--- src/rtl/rxw_pkg.sv ---
// Package: shared types for the receiver wakeup and idle logic.
// Assumes nothing beyond standard SystemVerilog packed types.
package rxw_pkg;

    // Wakeup method encoding carried by ctl_wake_sel.
    typedef enum logic {
        WAKE_IDLE = 1'b0,
        WAKE_ADDR = 1'b1
    } wake_e;

    // Snapshot of the clearable flags taken on a status read.
    typedef struct packed {
        logic full;
        logic ovr;
        logic idle;
    } rxw_snap_t;

    // Larger of two idle thresholds, used to size the counter.
    function automatic int unsigned max_bits(input int unsigned a, input int unsigned b);
        return (a > b) ? a : b;
    endfunction

endpackage

--- src/rtl/rxw_idle_cnt.sv ---
// Module: idle-line counter.
// Counts consecutive 1 bits reported by the receiver core. The count starts
// either right away (after the start bit) or only after a valid stop bit.
// It emits a one-cycle idle event on the strobe that completes a full
// character time of ones. Assumes char_done coincides with the stop-bit strobe.
module rxw_idle_cnt #(
    parameter int unsigned IDLE_BITS8 = 10,
    parameter int unsigned IDLE_BITS9 = 11
) (
    input  logic clk,
    input  logic rst_n,
    input  logic bit_tick,
    input  logic bit_level,
    input  logic char_done,
    input  logic stop_ok,
    input  logic ilt,
    input  logic nine,
    output logic idle_evt
);
    localparam int unsigned MAX_BITS = rxw_pkg::max_bits(IDLE_BITS8, IDLE_BITS9);
    localparam int unsigned CNT_W    = $clog2(MAX_BITS + 1);

    logic [CNT_W-1:0] cnt;
    logic [CNT_W-1:0] thr;
    logic             armed;
    logic             count_en;
    logic             stop_arm;

    // Select the threshold for the current character length.
    assign thr      = nine ? CNT_W'(IDLE_BITS9) : CNT_W'(IDLE_BITS8);
    // Counting is open at all times, or only after an armed stop bit.
    assign count_en = !ilt || armed;
    // A valid stop bit starts the count window in after-stop mode.
    assign stop_arm = ilt && char_done && stop_ok;

    // Track the run of ones and raise the idle event at the threshold.
    always_ff @(posedge clk) begin
        if (!rst_n) begin
            cnt      <= '0;
            armed    <= 1'b0;
            idle_evt <= 1'b0;
        end else begin
            idle_evt <= 1'b0;
            if (stop_arm) begin
                cnt   <= '0;
                armed <= 1'b1;
            end else if (bit_tick) begin
                if (!bit_level) begin
                    cnt   <= '0;
                    armed <= 1'b0;
                end else if (count_en && (cnt < thr)) begin
                    cnt <= cnt + 1'b1;
                    if ((cnt + 1'b1) == thr) begin
                        idle_evt <= 1'b1;
                    end
                end
            end
        end
    end

    AST_IDLE_ON_ONE: assert property (@(posedge clk) disable iff (!rst_n)
        idle_evt |-> $past(bit_tick && bit_level));

    AST_ZERO_RESTARTS: assert property (@(posedge clk) disable iff (!rst_n)
        (bit_tick && !bit_level && !stop_arm) |=> (cnt == '0));

    AST_CNT_BOUND: assert property (@(posedge clk) disable iff (!rst_n)
        cnt <= CNT_W'(MAX_BITS));

endmodule

--- src/rtl/rxw_wake.sv ---
// Module: standby and wakeup control.
// Holds the standby state that software requests. Clears it when the
// selected wakeup condition occurs, and gates character delivery and idle
// flagging while in standby. Assumes sby_req is a single-cycle strobe.
module rxw_wake (
    input  logic clk,
    input  logic rst_n,
    input  logic sby_req,
    input  logic wake_sel,
    input  logic char_done,
    input  logic char_msb,
    input  logic idle_evt,
    output logic standby,
    output logic sby_hw_clr,
    output logic accept,
    output logic idle_set
);
    import rxw_pkg::*;

    wake_e mode;
    logic  wake_hit;
    logic  addr_mark;

    assign mode      = wake_e'(wake_sel);
    // An address-marked character completes.
    assign addr_mark = char_done && char_msb;
    // The selected wakeup condition seen while in standby.
    assign wake_hit  = standby && ((mode == WAKE_ADDR) ? addr_mark : idle_evt);
    // Characters pass when awake, or when they are the wakeup mark itself.
    assign accept    = char_done && (!standby || ((mode == WAKE_ADDR) && char_msb));
    // Idle events only flag when awake.
    assign idle_set  = idle_evt && !standby;

    // Enter standby on request, leave it on the wakeup condition.
    always_ff @(posedge clk) begin
        if (!rst_n) begin
            standby    <= 1'b0;
            sby_hw_clr <= 1'b0;
        end else begin
            sby_hw_clr <= wake_hit && !sby_req;
            if (sby_req) begin
                standby <= 1'b1;
            end else if (wake_hit) begin
                standby <= 1'b0;
            end
        end
    end

    AST_WAKE_PULSE: assert property (@(posedge clk) disable iff (!rst_n)
        sby_hw_clr |-> (!standby && $past(standby)));

    AST_ADDR_WAKES: assert property (@(posedge clk) disable iff (!rst_n)
        (standby && wake_sel && char_done && char_msb && !sby_req) |=> !standby);

    AST_SBY_BLOCKS: assert property (@(posedge clk) disable iff (!rst_n)
        (standby && !wake_sel && char_done) |-> !accept);

    AST_REQ_ENTERS: assert property (@(posedge clk) disable iff (!rst_n)
        sby_req |=> standby);

endmodule

--- src/rtl/rxw_flags.sv ---
// Module: receive status flags and holding register.
// Keeps the receive-full, overrun and idle flags and the held character.
// Implements the status-read-then-data-access clear sequence, clearing only
// the flags captured at the status read. Assumes strobes last one cycle.
module rxw_flags #(
    parameter int unsigned DATA_W = 9
) (
    input  logic              clk,
    input  logic              rst_n,
    input  logic              accept,
    input  logic [DATA_W-1:0] rx_data,
    input  logic              idle_set,
    input  logic              char_done,
    input  logic              st_rd,
    input  logic              dr_acc,
    output logic              full,
    output logic              ovr,
    output logic              idle,
    output logic [DATA_W-1:0] rd_data
);
    import rxw_pkg::*;

    rxw_snap_t snap;
    logic      idle_ok;
    logic      clr_full;
    logic      clr_ovr;
    logic      clr_idle;
    logic      load;

    // Second step of the sequence clears what the first step saw.
    assign clr_full = dr_acc && snap.full;
    assign clr_ovr  = dr_acc && snap.ovr;
    assign clr_idle = dr_acc && snap.idle;
    // A character is stored when the holder is free or being freed.
    assign load     = accept && (!full || clr_full);

    // Capture flags on status read, drop the capture on data access.
    always_ff @(posedge clk) begin
        if (!rst_n) begin
            snap <= '0;
        end else if (st_rd) begin
            snap <= '{full: full, ovr: ovr, idle: idle};
        end else if (dr_acc) begin
            snap <= '0;
        end
    end

    // Receive-full flag and held data.
    always_ff @(posedge clk) begin
        if (!rst_n) begin
            full    <= 1'b0;
            rd_data <= '0;
        end else begin
            if (load) begin
                rd_data <= rx_data;
            end
            if (accept) begin
                full <= 1'b1;
            end else if (clr_full) begin
                full <= 1'b0;
            end
        end
    end

    // Overrun flag: a delivered character found the holder occupied.
    always_ff @(posedge clk) begin
        if (!rst_n) begin
            ovr <= 1'b0;
        end else if (accept && !load) begin
            ovr <= 1'b1;
        end else if (clr_ovr) begin
            ovr <= 1'b0;
        end
    end

    // Idle flag and its rearm condition.
    always_ff @(posedge clk) begin
        if (!rst_n) begin
            idle    <= 1'b0;
            idle_ok <= 1'b0;
        end else begin
            if (idle_set && idle_ok) begin
                idle <= 1'b1;
            end else if (clr_idle) begin
                idle <= 1'b0;
            end
            if (char_done) begin
                idle_ok <= 1'b1;
            end else if (clr_idle) begin
                idle_ok <= 1'b0;
            end
        end
    end

    AST_OVR_KEEPS_DATA: assert property (@(posedge clk) disable iff (!rst_n)
        (full && accept && !clr_full) |=> $stable(rd_data));

    AST_OVR_NEEDS_FULL: assert property (@(posedge clk) disable iff (!rst_n)
        $rose(ovr) |-> $past(full));

    AST_IDLE_NEEDS_CHAR: assert property (@(posedge clk) disable iff (!rst_n)
        $rose(idle) |-> $past(idle_ok));

    AST_CLEAR_BY_ACCESS: assert property (@(posedge clk) disable iff (!rst_n)
        $fell(full) |-> $past(dr_acc));

endmodule

--- src/rtl/rxw_wake_idle.sv ---
// Module: top of the receiver wakeup and idle logic.
// Connects the idle counter, the standby controller and the flag block,
// and forms the combined receiver interrupt. Assumes the receiver core
// supplies one bit strobe per bit and char_done on the stop-bit strobe.
module rxw_wake_idle #(
    parameter int unsigned DATA_W     = 9,
    parameter int unsigned IDLE_BITS8 = 10,
    parameter int unsigned IDLE_BITS9 = 11
) (
    input  logic              clk,
    input  logic              rst_n,
    input  logic              bit_tick,
    input  logic              bit_level,
    input  logic              char_done,
    input  logic              stop_ok,
    input  logic              char_msb,
    input  logic [DATA_W-1:0] rx_data,
    input  logic              ctl_wake_sel,
    input  logic              ctl_ilt,
    input  logic              ctl_nine,
    input  logic              sby_req,
    input  logic              rie,
    input  logic              ilie,
    input  logic              st_rd,
    input  logic              dr_acc,
    output logic              rx_full,
    output logic              rx_ovr,
    output logic              rx_idle,
    output logic [DATA_W-1:0] rd_data,
    output logic              rx_irq,
    output logic              standby,
    output logic              sby_hw_clr
);
    logic idle_evt;
    logic accept;
    logic idle_set;

    rxw_idle_cnt #(
        .IDLE_BITS8 (IDLE_BITS8),
        .IDLE_BITS9 (IDLE_BITS9)
    ) u_cnt (
        .clk       (clk),
        .rst_n     (rst_n),
        .bit_tick  (bit_tick),
        .bit_level (bit_level),
        .char_done (char_done),
        .stop_ok   (stop_ok),
        .ilt       (ctl_ilt),
        .nine      (ctl_nine),
        .idle_evt  (idle_evt)
    );

    rxw_wake u_wake (
        .clk        (clk),
        .rst_n      (rst_n),
        .sby_req    (sby_req),
        .wake_sel   (ctl_wake_sel),
        .char_done  (char_done),
        .char_msb   (char_msb),
        .idle_evt   (idle_evt),
        .standby    (standby),
        .sby_hw_clr (sby_hw_clr),
        .accept     (accept),
        .idle_set   (idle_set)
    );

    rxw_flags #(
        .DATA_W (DATA_W)
    ) u_flags (
        .clk       (clk),
        .rst_n     (rst_n),
        .accept    (accept),
        .rx_data   (rx_data),
        .idle_set  (idle_set),
        .char_done (char_done),
        .st_rd     (st_rd),
        .dr_acc    (dr_acc),
        .full      (rx_full),
        .ovr       (rx_ovr),
        .idle      (rx_idle),
        .rd_data   (rd_data)
    );

    // Combined receiver interrupt, silenced during standby.
    always_comb begin
        rx_irq = !standby && ((rie && (rx_full || rx_ovr)) || (ilie && rx_idle));
    end

    AST_IRQ_HAS_SOURCE: assert property (@(posedge clk) disable iff (!rst_n)
        rx_irq |-> (rx_full || rx_ovr || rx_idle));

    AST_SBY_NO_IDLE_RISE: assert property (@(posedge clk) disable iff (!rst_n)
        ($past(standby) && standby) |-> !$rose(rx_idle));

endmodule

--- config.mk ---
export PLATFORM = sky130hd
export DESIGN_NAME = rxw_wake_idle
export DESIGN_NICKNAME = d
export VERILOG_FILES = /design/src/rtl/rxw_pkg.sv /design/src/rtl/rxw_idle_cnt.sv /design/src/rtl/rxw_wake.sv /design/src/rtl/rxw_flags.sv /design/src/rtl/rxw_wake_idle.sv
export SDC_FILE = /design/constraint.sdc
export NUM_CORES = 1
export LEC_CHECK = 0
export ABC_CLOCK_PERIOD_IN_PS = 1800
export BUFFER_PORTS_ARGS = -buffer_cell sky130_fd_sc_hd__buf_2
export CORE_MARGIN = 1
export CORE_UTILIZATION = 48
export CTS_CLUSTER_DIAMETER = 80
export DETAILED_ROUTE_END_ITERATION = 8
export HOLD_SLACK_MARGIN = 0.08
export MAX_ROUTING_LAYER = met4
export PLACE_DENSITY_LB_ADDON = 0.25
export SYNTH_ARGS = -nofsm -noshare
export SYNTH_HDL_FRONTEND = slang
export SYNTH_HIERARCHICAL = 1
export SYNTH_SLANG_ARGS = --single-unit
--- constraint.sdc ---
create_clock -name clk -period 1.8 [get_ports clk]
set_input_delay 0.27 -clock clk [delete_from_list [all_inputs] [get_ports clk]]
set_output_delay 0.27 -clock clk [all_outputs]
set_load 0.02 [all_outputs]
==> results of run 1 <==
per-stage QoR:
stage,cells,power [mW]
after floorplan,122,0.687
after global placement,184,0.746
after detailed placement,184,0.753
after CTS,187,0.982
after global routing,187,1.01
final,187,0.972
routing by layer:
metal	vias to the layer above	track usage [%]	wire length, um
met5	-	-	0
met4	0	7.14	15
met3	2	3.40	114
met2	29	35.8	1160
met1	449	20.3	1020
li1	502	-	-
Yosys cell counts:
library cell / instances / share of area, %
a21boi_2: 1 / 1.0
a31o_1: 1 / 0.79
and3_4: 1 / 1.0
nand2_1: 28 / 9.5
buf_2: 2 / 0.91
a21boi_0: 2 / 1.4
buf_6: 1 / 1.0
nor2_1: 1 / 0.34
ha_1: 2 / 2.3
nand2b_1: 2 / 1.1
nor2b_2: 1 / 0.79
a41oi_1: 1 / 0.79
nand2b_4: 1 / 1.2
clkbuf_2: 1 / 0.45
nand3_1: 2 / 0.91
a211oi_2: 1 / 1.1
nor2b_1: 8 / 4.5
a32o_1: 1 / 0.91
and2_1: 2 / 1.1
o21ai_1: 1 / 0.45
a21oi_1: 7 / 3.2
nand4_1: 3 / 1.7
a31oi_1: 1 / 0.57
dfxtp_1: 24 / 44
o21ai_0: 3 / 1.4
nand3b_1: 1 / 0.68
mux2i_1: 9 / 8.2
nor3b_1: 4 / 2.7
a22oi_1: 3 / 2.0
nor4_2: 1 / 1.1
a21oi_2: 1 / 0.79
inv_1: 3 / 1.0
or2_2: 1 / 0.57
o21a_1: 1 / 0.68
area by class of cell:
cell class | instances | area (um2) | area share, %
inverters | 3 | 11.3 | 0.847
clock buffers | 3 | 22.5 | 1.69
repair buffers | 39 | 198 | 14.9
flip-flops and latches | 24 | 480 | 36.1
well taps | 27 | 33.8 | 2.54
multi-input cells | 91 | 584 | 43.9
path summary, 6_finish.rpt:
| kind | end | slack, ns | cells past startpoint |
|---|---|---|---|
| max | u_cnt/cnt[2]$_SDFFE_PP0P_ | 0.35 | 6 |
| min | u_wake/sby_hw_clr$_SDFF_PN0_ | 0.13 | 2 |
| max reg2reg | u_cnt/cnt[2]$_SDFFE_PP0P_ | 0.35 | 6 |
| min reg2reg | u_flags/rd_data[2]$_SDFFE_PN0P_ | 0.47 | 2 |
power by group:
| part | switching, mW | total, mW | internal [mW] | leakage (nW) |
|---|---|---|---|---|
| Sequential | 0.0166 | 0.573 | 0.556 | 0.196 |
| Combinational | 0.0956 | 0.169 | 0.0730 | 0.369 |
| Clock | 0.152 | 0.230 | 0.0781 | 0.0138 |
worst reg2reg max path, stage by stage (launching register included):
cell and delay [ns]:
dfxtp_1 0.40, inv_1 0.07, ha_1 0.18, nand3b_1 0.18, and3_4 0.21, a31o_1 0.23
a21oi_2 0.12
cells by family (layout without fill, tap and decap cells):
logic type / count (synthesis) / after routing
AND/OR/NAND/NOR: 56 / 56
multiplexers: 9 / 9
adder cells (fa/ha/maj): 2 / 2
AO/OA/AOI/OAI: 24 / 24
buffers and inverters: 7 / 45
flip-flops: 24 / 24
==> flow_summary.json, run 1 <==
{
  "outcome": "completed",
  "fmax_ghz": 0.691,
  "clock_skew_ns": 0.00640,
  "grt_max_degree": 31,
  "die_y_um": 49.9,
  "maxCapViolations": 0,
  "dieWidth_um": 49.9,
  "startpoint": "u_cnt/cnt[0]$_SDFFE_PP0P_",
  "clkTransAtPathRegs_ns": 0.13,
  "yosys.cell_types.count": 34,
  "layout_common_cells": "buf_2 (38), nand2_1 (28), dfxtp_1 (24)",
  "critPathBufInv": 1,
  "num_antenna_cells": 0,
  "p_leak_nw": 0.579,
  "crit_type": "flop to flop",
  "tns_ns": 0,
  "path_cells": "inv_1 -> ha_1 -> nand3b_1 -> and3_4 -> a31o_1 -> a21oi_2",
  "drt-total-wl_mm": 2.31,
  "hpwl_mm": 1.73,
  "grt_setup_unrepaired": "false",
  "period_needed_ns": 1.45,
  "grt_usage_pct": 19.4,
  "vias": 982,
  "critPathTopFamily": "flip-flops",
  "post_drt_wl_per_cell_um": 12.4,
  "synth_area_um2": 1100,
  "firstDrtPassIters": 4,
  "place_ws_ns": 0.326,
  "largest_reg_flops": 9,
  "portBuffers": 38,
  "synth_xor_area_share_pct": 0,
  "synth-warning-count": 6,
  "routabilityCongestion": 0.854,
  "die_area_um2": 2490,
  "drtIter0Drc": 24,
  "relSlewSlack_pct": 69.7,
  "crit_required_ns": 2.05,
  "post_cts_buffers": 0,
  "fin_crit_sh_pct": 80.4,
  "drive_gt1_share_pct": 31.3,
  "hold_class": "primary input to flop",
  "final.setup.worst_slack_ns": 0.353,
  "via_per_inst": 5.25,
  "synth_compound_area_share_pct": 15.1,
  "crit_slowest_cell": "dfxtp_1",
  "nFillCells": 177,
  "syn_to_final_growth_pct": 20.7,
  "crit_arrival_ns": 1.70,
  "cts_buffers": 3,
  "rows": 16,
  "syn_nets": 148,
  "start_kind": "flop",
  "setup_viol": 0,
  "hp-start": "sby_req",
  "biggestRegsByFlops": "u_flags/rd_data (9), u_cnt/cnt (4), u_flags/snap (3)",
  "grt_pass1_wl_mm": 3.61,
  "synth_top_family_by_area": "simple AND/OR/NAND/NOR gates",
  "clock-sinks": 24,
  "tightest_slew_ns": 0.454,
  "drv_slew": 0,
  "ys_seq_area_share_pct": 43.6,
  "cts-resized-gates": 0,
  "clk_path_buf_depth": 2,
  "dpl_cell_area_um2": 1310,
  "ios": 39,
  "hold_viol_final": 0,
  "synthMuxAreaShare_pct": 8.17,
  "yosys.area_share.simple_pct": 27.5,
  "ant_nets": 0,
  "synthCells": 122,
  "synth_fa_ha_area_share_pct": 2.27,
  "crit_fanout": 5,
  "initial_utilization_pct": 53.5,
  "synth-seq-cells": 24,
  "overflow": 0,
  "cts_tree": "built",
  "post-route-util_pct": 64.5,
  "mostFrequentLayoutCell": "buf_2",
  "max_flop_register": "u_flags/rd_data",
  "critical-path-max-stage-delay_ns": 0.40,
  "htreeDepth": 1,
  "core_area_um2": 2060,
  "insertion_delay_ns": 0.31,
  "hold_buffers": 0,
  "syn_area_per_cell_um2": 9.04,
  "powerDensity_nw_per_um2": 731,
  "post-route-cell-area_um2": 1330,
  "nets": 188,
  "hold_ws_ns": 0.133,
  "ir_drop_uv": 504,
  "antenna_found_initial": 0,
  "grt_pass1_vias": 881,
  "cts_root_buf": "clkbuf_4",
  "drc": 0,
  "endpoint_kind": "flop",
  "rr_startpoint": "u_cnt/cnt[0]$_SDFFE_PP0P_"
}
(Power assumes the default switching activity.)
==> inputs of run 2 (changes only) <==
--- a/config.mk
+++ b/config.mk
@@ -5,10 +5,11 @@
 export SDC_FILE = /design/constraint.sdc
 export NUM_CORES = 1
 export LEC_CHECK = 0
-export ABC_CLOCK_PERIOD_IN_PS = 1800
+export ABC_AREA = 1
+export ABC_CLOCK_PERIOD_IN_PS = 1390
 export BUFFER_PORTS_ARGS = -buffer_cell sky130_fd_sc_hd__buf_2
 export CORE_MARGIN = 1
-export CORE_UTILIZATION = 48
+export CORE_UTILIZATION = 49
 export CTS_CLUSTER_DIAMETER = 80
 export DETAILED_ROUTE_END_ITERATION = 8
 export HOLD_SLACK_MARGIN = 0.08
==> constraint.sdc (replaced) <==
create_clock -name clk -period 1.39 [get_ports clk]
set_input_delay 0.2085 -clock clk [delete_from_list [all_inputs] [get_ports clk]]
set_output_delay 0.2085 -clock clk [all_outputs]
set_load 0.02 [all_outputs]
==> run 2 against run 1 <==
  * Non-clock buffer count stayed put
  * Clock skew decreased by 0.0014 ns
  * Register-to-register slack got worse by 0.22 ns
  * Count of clock-buffer cells in the layout is the same
  * Sequential cell count stayed put
  * Sequential share of layout area decreased by 2.3 points
  * Utilization decreased by 0.68 points
  * Critical path type is now flop to primary output
  * Highest routed layer unchanged
==> flow_summary.json, run 2 <==
{
  "clkTransAtPathRegs_ns": 0.13,
  "nets": 227,
  "grt_usage_pct": 21.0,
  "synth.top_cell.area_share_pct": 40.5,
  "largest_reg_flops": 9,
  "synth_top_cell_by_area": "dfxtp_1",
  "outcome": "completed",
  "start_kind": "flop",
  "fin_crit_sh_pct": 92.3,
  "firstDrtPassIters": 4,
  "grt_pass1_vias": 1028,
  "path_cells": "nand2_1 -> a21oi_1 -> buf_2",
  "synthCells": 161,
  "post_cts_buffers": 0,
  "cts_tree": "built",
  "r2r-end": "u_cnt/cnt[3]$_SDFFE_PP0P_",
  "ant_nets": 0,
  "tns_ns": 0,
  "ys_seq_area_share_pct": 40.5,
  "yosys-top-cells-area": "dfxtp_1 (41%), nand2_1 (12%), nand3_1 (7.6%)",
  "grt_setup_unrepaired": "false",
  "drive_gt1_share_pct": 31.5,
  "vias": 1099,
  "fmax_ghz": 0.780,
  "synth_area_um2": 1180,
  "synth-warning-count": 6,
  "num_antenna_cells": 0,
  "synth_most_common_cell": "nand2_1",
  "ff2ff_path_depth": 10,
  "syn_nets": 187,
  "clock_skew_ns": 0.00495,
  "hold_depth": 3,
  "biggestRegsByFlops": "u_flags/rd_data (9), u_cnt/cnt (4), u_flags/snap (3)",
  "clk_path_buf_depth": 2,
  "crit_slowest_cell": "dfxtp_1",
  "synth_edf_count": 0,
  "mostFrequentLayoutCell": "buf_2",
  "crit_required_ns": 1.18,
  "critPathBufInv": 1,
  "maxCapViolations": 0,
  "place_ws_ns": 0.125,
  "setup_viol": 0,
  "grt_pass1_wl_mm": 4.06,
  "rows": 17,
  "drtIter0Drc": 17,
  "hp-start": "sby_req",
  "hold_viol_final": 0,
  "endpoint_kind": "primary output",
  "die_y_um": 51.2,
  "die_area_um2": 2620,
  "max_flop_register": "u_flags/rd_data",
  "relSlewSlack_pct": 82.6,
  "worst-r2r-setup-slack_ns": 0.13,
  "tightest_slew_ns": 0.261,
  "insertion_delay_ns": 0.31,
  "critical-path-max-stage-delay_ns": 0.40,
  "period_needed_ns": 1.28,
  "synth_ff_type": "dfxtp_1",
  "rr_startpoint": "u_cnt/cnt[0]$_SDFFE_PP0P_",
  "powerDensity_nw_per_um2": 1090,
  "clock-sinks": 24,
  "final.setup.worst_slack_ns": 0.107,
  "hold-path-endpoint": "u_wake/standby$_SDFFE_PN0P_",
  "yosys.cell_types.count": 22,
  "drv_slew": 0,
  "routabilityCongestion": 0.792,
  "crit_type": "flop to primary output",
  "synthArstFlopShare_pct": 0,
  "synth-seq-cells": 24,
  "drc": 0,
  "total_power_mw": 1.57,
  "crit_fanout": 4,
  "post_drt_wl_per_cell_um": 10.4,
  "hpwl_mm": 1.79,
  "ios": 39,
  "layout_common_cells": "buf_2 (38), nand2_1 (36), inv_1 (24)",
  "crit_arrival_ns": 1.07,
  "cts-resized-gates": 0,
  "core_area_um2": 2250,
  "hold_buffers": 0,
  "critPathTopFamily": "flip-flops",
  "cts_buffers": 3,
  "antenna_found_initial": 0,
  "syn_to_final_growth_pct": 21.4,
  "grt_max_degree": 21,
  "syn_area_per_cell_um2": 7.36,
  "drt-total-wl_mm": 2.36,
  "cts_root_buf": "clkbuf_4",
  "ir_drop_uv": 653,
  "synthTopCellsByCount": "nand2_1 (37), dfxtp_1 (24), inv_1 (24), nand3_1 (18), nor2_1 (17)",
  "dieWidth_um": 51.2,
  "initial_utilization_pct": 52.6,
  "overflow": 0,
  "p_leak_nw": 0.722,
  "portBuffers": 38,
  "htreeDepth": 1,
  "post-route-util_pct": 63.8,
  "via_per_inst": 4.82,
  "hold_class": "primary input to flop"
}
## run 2: cell types whose count changed in the layout (fill, tap and decap cells not counted), sizes merged, moves of 9 or more
cell and change:
inv +21, nand3 +18, nor2 +16, a21oi +14, nand2 +12, mux2i -9, nor2b -9
## run 2: area by class of cell
| class | count | area, um2 |
|---|---|---|
| Fill cell | 222 | 816 |
| Multi-Input combinational cell | 108 | 561 |
| Sequential cell | 24 | 487 |
| Timing Repair Buffer | 39 | 210 |
| Inverter | 25 | 93.8 |
| Tap cell | 28 | 35.0 |
| Clock inverter | 1 | 30.0 |
| Clock buffer | 3 | 22.5 |
## run 2: stage by stage
| stage | instances | hold slack (ns) | instance area [um2] |
|---|---|---|---|
| after floorplan | 161 | 0.315 | 1180 |
| after global placement | 224 | 0.422 | 1380 |
| after detailed placement | 224 | 0.429 | 1380 |
| after CTS | 228 | 0.0958 | 1430 |
| after global routing | 228 | 0.114 | 1440 |
| final | 228 | 0.105 | 1440 |
## run 2: logic make-up after synthesis
| group | count (synthesis) | synth area share (%) |
|---|---|---|
| AO/OA/AOI/OAI | 25 | 13.9 |
| AND/OR/NAND/NOR | 80 | 30.0 |
| buffers and inverters | 29 | 12.7 |
| adder cells (fa/ha/maj) | 2 | 2.11 |
| XOR/XNOR | 1 | 0.739 |
| flip-flops | 24 | 40.5 |
## run 2: tightest hold or removal path: cells and delay by family
| family | cells | cell delay (ns) |
|---|---|---|
| buffers and inverters | 1 | 0.09 |
| and+or+nand+nor | 2 | 0.09 |
## run 2: how the worst max path moves through the flow
stage / start / end / slack [ns] / depth (start not counted)
finish: u_flags/idle$_SDFFE_PN0P_ / rx_irq / 0.11 / 3
global route: u_cnt/cnt[0]$_SDFFE_PP0P_ / u_cnt/cnt[2]$_SDFFE_PP0P_ / 0.0002 / 10
CTS: u_flags/full$_SDFFE_PN0P_ / rx_irq / 0.003 / 3
floorplan: u_wake/standby$_SDFFE_PN0P_ / u_flags/ovr$_SDFFE_PN0P_ / 0.18 / 4
detailed placement: u_cnt/cnt[0]$_SDFFE_PP0P_ / u_cnt/cnt[3]$_SDFFE_PP0P_ / 0.13 / 10
global placement: u_cnt/cnt[0]$_SDFFE_PP0P_ / u_cnt/cnt[3]$_SDFFE_PP0P_ / 0.21 / 10
## run 2: where the power goes
group	internal, mW	total [mW]	switching, mW
combinational	0.124	0.309	0.185
clock	0.291	0.494	0.203
sequential	0.732	0.766	0.0340
total	1.15	1.57	0.422
## run 2: per-layer routing
metal  up-vias  GRT usage [%]  share of wire (%)
li1        583              -                  -
met1       491           23.6                 45
met2        23           37.5                 51
met3         2           2.68                3.6
met4         0           8.33               0.85
met5         -              -                  0
==> inputs of run 3 (changes only) <==
--- a/config.mk
+++ b/config.mk
@@ -6,14 +6,13 @@
 export NUM_CORES = 1
 export LEC_CHECK = 0
 export ABC_AREA = 1
-export ABC_CLOCK_PERIOD_IN_PS = 1390
+export ABC_CLOCK_PERIOD_IN_PS = 1300
 export BUFFER_PORTS_ARGS = -buffer_cell sky130_fd_sc_hd__buf_2
 export CORE_MARGIN = 1
 export CORE_UTILIZATION = 49
 export CTS_CLUSTER_DIAMETER = 80
 export DETAILED_ROUTE_END_ITERATION = 8
 export HOLD_SLACK_MARGIN = 0.08
-export MAX_ROUTING_LAYER = met4
 export PLACE_DENSITY_LB_ADDON = 0.25
 export SYNTH_ARGS = -nofsm -noshare
 export SYNTH_HDL_FRONTEND = slang
==> constraint.sdc (replaced) <==
create_clock -name clk -period 1.3 [get_ports clk]
set_input_delay 0.195 -clock clk [delete_from_list [all_inputs] [get_ports clk]]
set_output_delay 0.195 -clock clk [all_outputs]
set_load 0.02 [all_outputs]
==> run 3 against run 2 <==
  * Register-to-register slack lost 0.02 ns
  * Count of clock-buffer cells in the layout is the same
  * Via count grew 2.5%
  * Sequential power grew 6.8%
  * Total power shrank 6.3%
  * Critical path depth is the same
  * Utilization shrank 0.33 points
  * First-iteration DRC count shrank 5.9%
  * Sequential share of layout area grew 0.26 points
  * Critical endpoint unchanged
  * Largest power group unchanged
  * Highest routed layer unchanged
==> flow_summary.json, run 3 (same netlist as run 2, synthesis figures left out) <==
{
  "powerDensity_nw_per_um2": 1030,
  "drc": 0,
  "critPathTopFamily": "flip-flops",
  "cts_buffers": 3,
  "final_cells": 228,
  "num_antenna_cells": 0,
  "drive_gt1_share_pct": 33.0,
  "overflow": 0,
  "rr_startpoint": "u_cnt/cnt[0]$_SDFFE_PP0P_",
  "period_needed_ns": 1.24,
  "antenna_found_initial": 0,
  "crit_arrival_ns": 1.05,
  "p_switching_mw": 0.440,
  "tns_ns": 0,
  "ios": 39,
  "ff2ff_path_depth": 10,
  "relSlewSlack_pct": 82.5,
  "nets": 228,
  "r2r-end": "u_cnt/cnt[3]$_SDFFE_PP0P_",
  "dieWidth_um": 51.2,
  "routabilityCongestion": 0.778,
  "ir_drop_uv": 646,
  "hold_viol_final": 0,
  "path_cells": "o21ai_2 -> a21oi_1 -> buf_4",
  "via_per_inst": 4.94,
  "syn_to_final_growth_pct": 20.8,
  "drtIter0Drc": 16,
  "clock-sinks": 24,
  "tightest_slew_ns": 0.263,
  "portBuffers": 38,
  "register_area_um2": 488,
  "crit_slowest_cell": "dfxtp_4",
  "power.share.clock_pct": 21.0,
  "endpoint_kind": "primary output",
  "pwr-share-seq_pct": 55.6,
  "hold-path-endpoint": "u_wake/standby$_SDFFE_PN0P_",
  "outcome": "completed",
  "ant_nets": 0,
  "pwr-share-comb_pct": 23.3,
  "grt_usage_pct": 21.2,
  "crit_required_ns": 1.11,
  "cts_root_buf": "clkbuf_4",
  "mostFrequentLayoutCell": "buf_2",
  "internal-power_mw": 1.03,
  "nFillCells": 217,
  "maxCapViolations": 0,
  "htreeDepth": 1,
  "grt_pass1_wl_mm": 4.10,
  "largest_reg_flops": 9,
  "grt_max_degree": 21,
  "layout_common_cells": "buf_2 (37), nand2_1 (36), inv_1 (23)",
  "max_flop_register": "u_flags/rd_data",
  "post_drt_wl_per_cell_um": 10.9,
  "drv_slew": 0,
  "die_area_um2": 2620,
  "multiInputGateArea_um2": 572,
  "setup_viol": 0,
  "post-route-util_pct": 63.5,
  "start_kind": "flop",
  "core_area_um2": 2250,
  "hold_depth": 3,
  "hold_buffers": 0,
  "initial_utilization_pct": 52.6,
  "worst-r2r-setup-slack_ns": 0.11,
  "grt_pass1_vias": 1038,
  "cts_tree": "built",
  "fmax_ghz": 0.804,
  "crit_fanout": 5,
  "crit_type": "flop to primary output",
  "hold_class": "primary input to flop",
  "insertion_delay_ns": 0.31,
  "total_power_mw": 1.47,
  "biggestRegsByFlops": "u_flags/rd_data (9), u_cnt/cnt (4), u_flags/snap (3)",
  "clock_skew_ns": 0.00795,
  "critical-path-max-stage-delay_ns": 0.38,
  "switching_share_pct": 29.9,
  "vias": 1127,
  "firstDrtPassIters": 4,
  "p_leak_nw": 0.715,
  "post-place-cells": 224,
  "fin_crit_sh_pct": 95.7,
  "die_y_um": 51.2,
  "hpwl_mm": 1.85,
  "rows": 17,
  "hp-start": "sby_req",
  "critPathBufInv": 1,
  "clk_path_buf_depth": 2,
  "grt_setup_unrepaired": "true",
  "clkTransAtPathRegs_ns": 0.12,
  "drt-total-wl_mm": 2.48
}
run 3: cell types whose count changed in the layout (fill, tap and decap cells not counted), sizes merged:
cell / before / now
bufinv: 1 / 0
buf: 39 / 40
run 3: what timing repair did:
item,CTS,global route
gates cloned,0,0
pin swaps,0,3
setup endpoints to repair,1,5
gates resized for setup,2,8
buffers inserted,0,1
run 3: metal layers:
metal  up-vias  track usage (%)  share of wire [%]
met2        25             39.0                 50
met5         -                0                  0
met3         4             2.68                3.8
met4         0             11.1                1.9
li1        587                -                  -
met1       511             23.2                 44
run 3: power groups by stage:
stage / logic, mW / clock network, mW / registers, mW
global placement: 0.320 / 0 / 0.830
floorplan: 0.189 / 0 / 0.875
finish: 0.343 / 0.309 / 0.818
detailed placement: 0.333 / 0 / 0.833
global route: 0.380 / 0.355 / 0.825
CTS: 0.333 / 0.323 / 0.818
run 3: area by class of cell:
type / count / area share (%)
Multi-Input combinational cell: 108 / 39.9
Sequential cell: 24 / 34.1
Timing Repair Buffer: 40 / 15.4
Inverter: 25 / 6.56
Tap cell: 28 / 2.45
Clock buffer: 3 / 1.57
run 3: through the flow:
step,hold WS [ns],worst slack (ns),cell area (um2)
2_1_floorplan,0.301,0.0933,1180
3_3_place_gp,0.408,0.115,1380
3_5_place_dp,0.416,0.0616,1380
4_1_cts,0.0841,0.00269,1400
5_1_grt,0.114,-0.0170,1430
6_report,0.0918,0.0560,1430
run 3: worst min-delay path, cell delays in order:
cell and delay [ns]:
buf_2 0.09, nand2_1 0.05, nand2_1 0.05
run 3: how the worst max path moves through the flow:
stage / start / endpoint / slack (ns) / cells past startpoint
2_1_floorplan: u_wake/standby$_SDFFE_PN0P_ / u_flags/ovr$_SDFFE_PN0P_ / 0.09 / 4
3_3_place_gp: u_cnt/cnt[0]$_SDFFE_PP0P_ / u_cnt/cnt[3]$_SDFFE_PP0P_ / 0.12 / 10
3_5_place_dp: u_cnt/cnt[0]$_SDFFE_PP0P_ / u_cnt/cnt[3]$_SDFFE_PP0P_ / 0.06 / 10
4_1_cts: u_flags/full$_SDFFE_PN0P_ / rx_irq / 0.003 / 3
5_1_grt: u_flags/ovr$_SDFFE_PN0P_ / rx_irq / -0.02 / 3
6_report: u_flags/full$_SDFFE_PN0P_ / rx_irq / 0.06 / 3
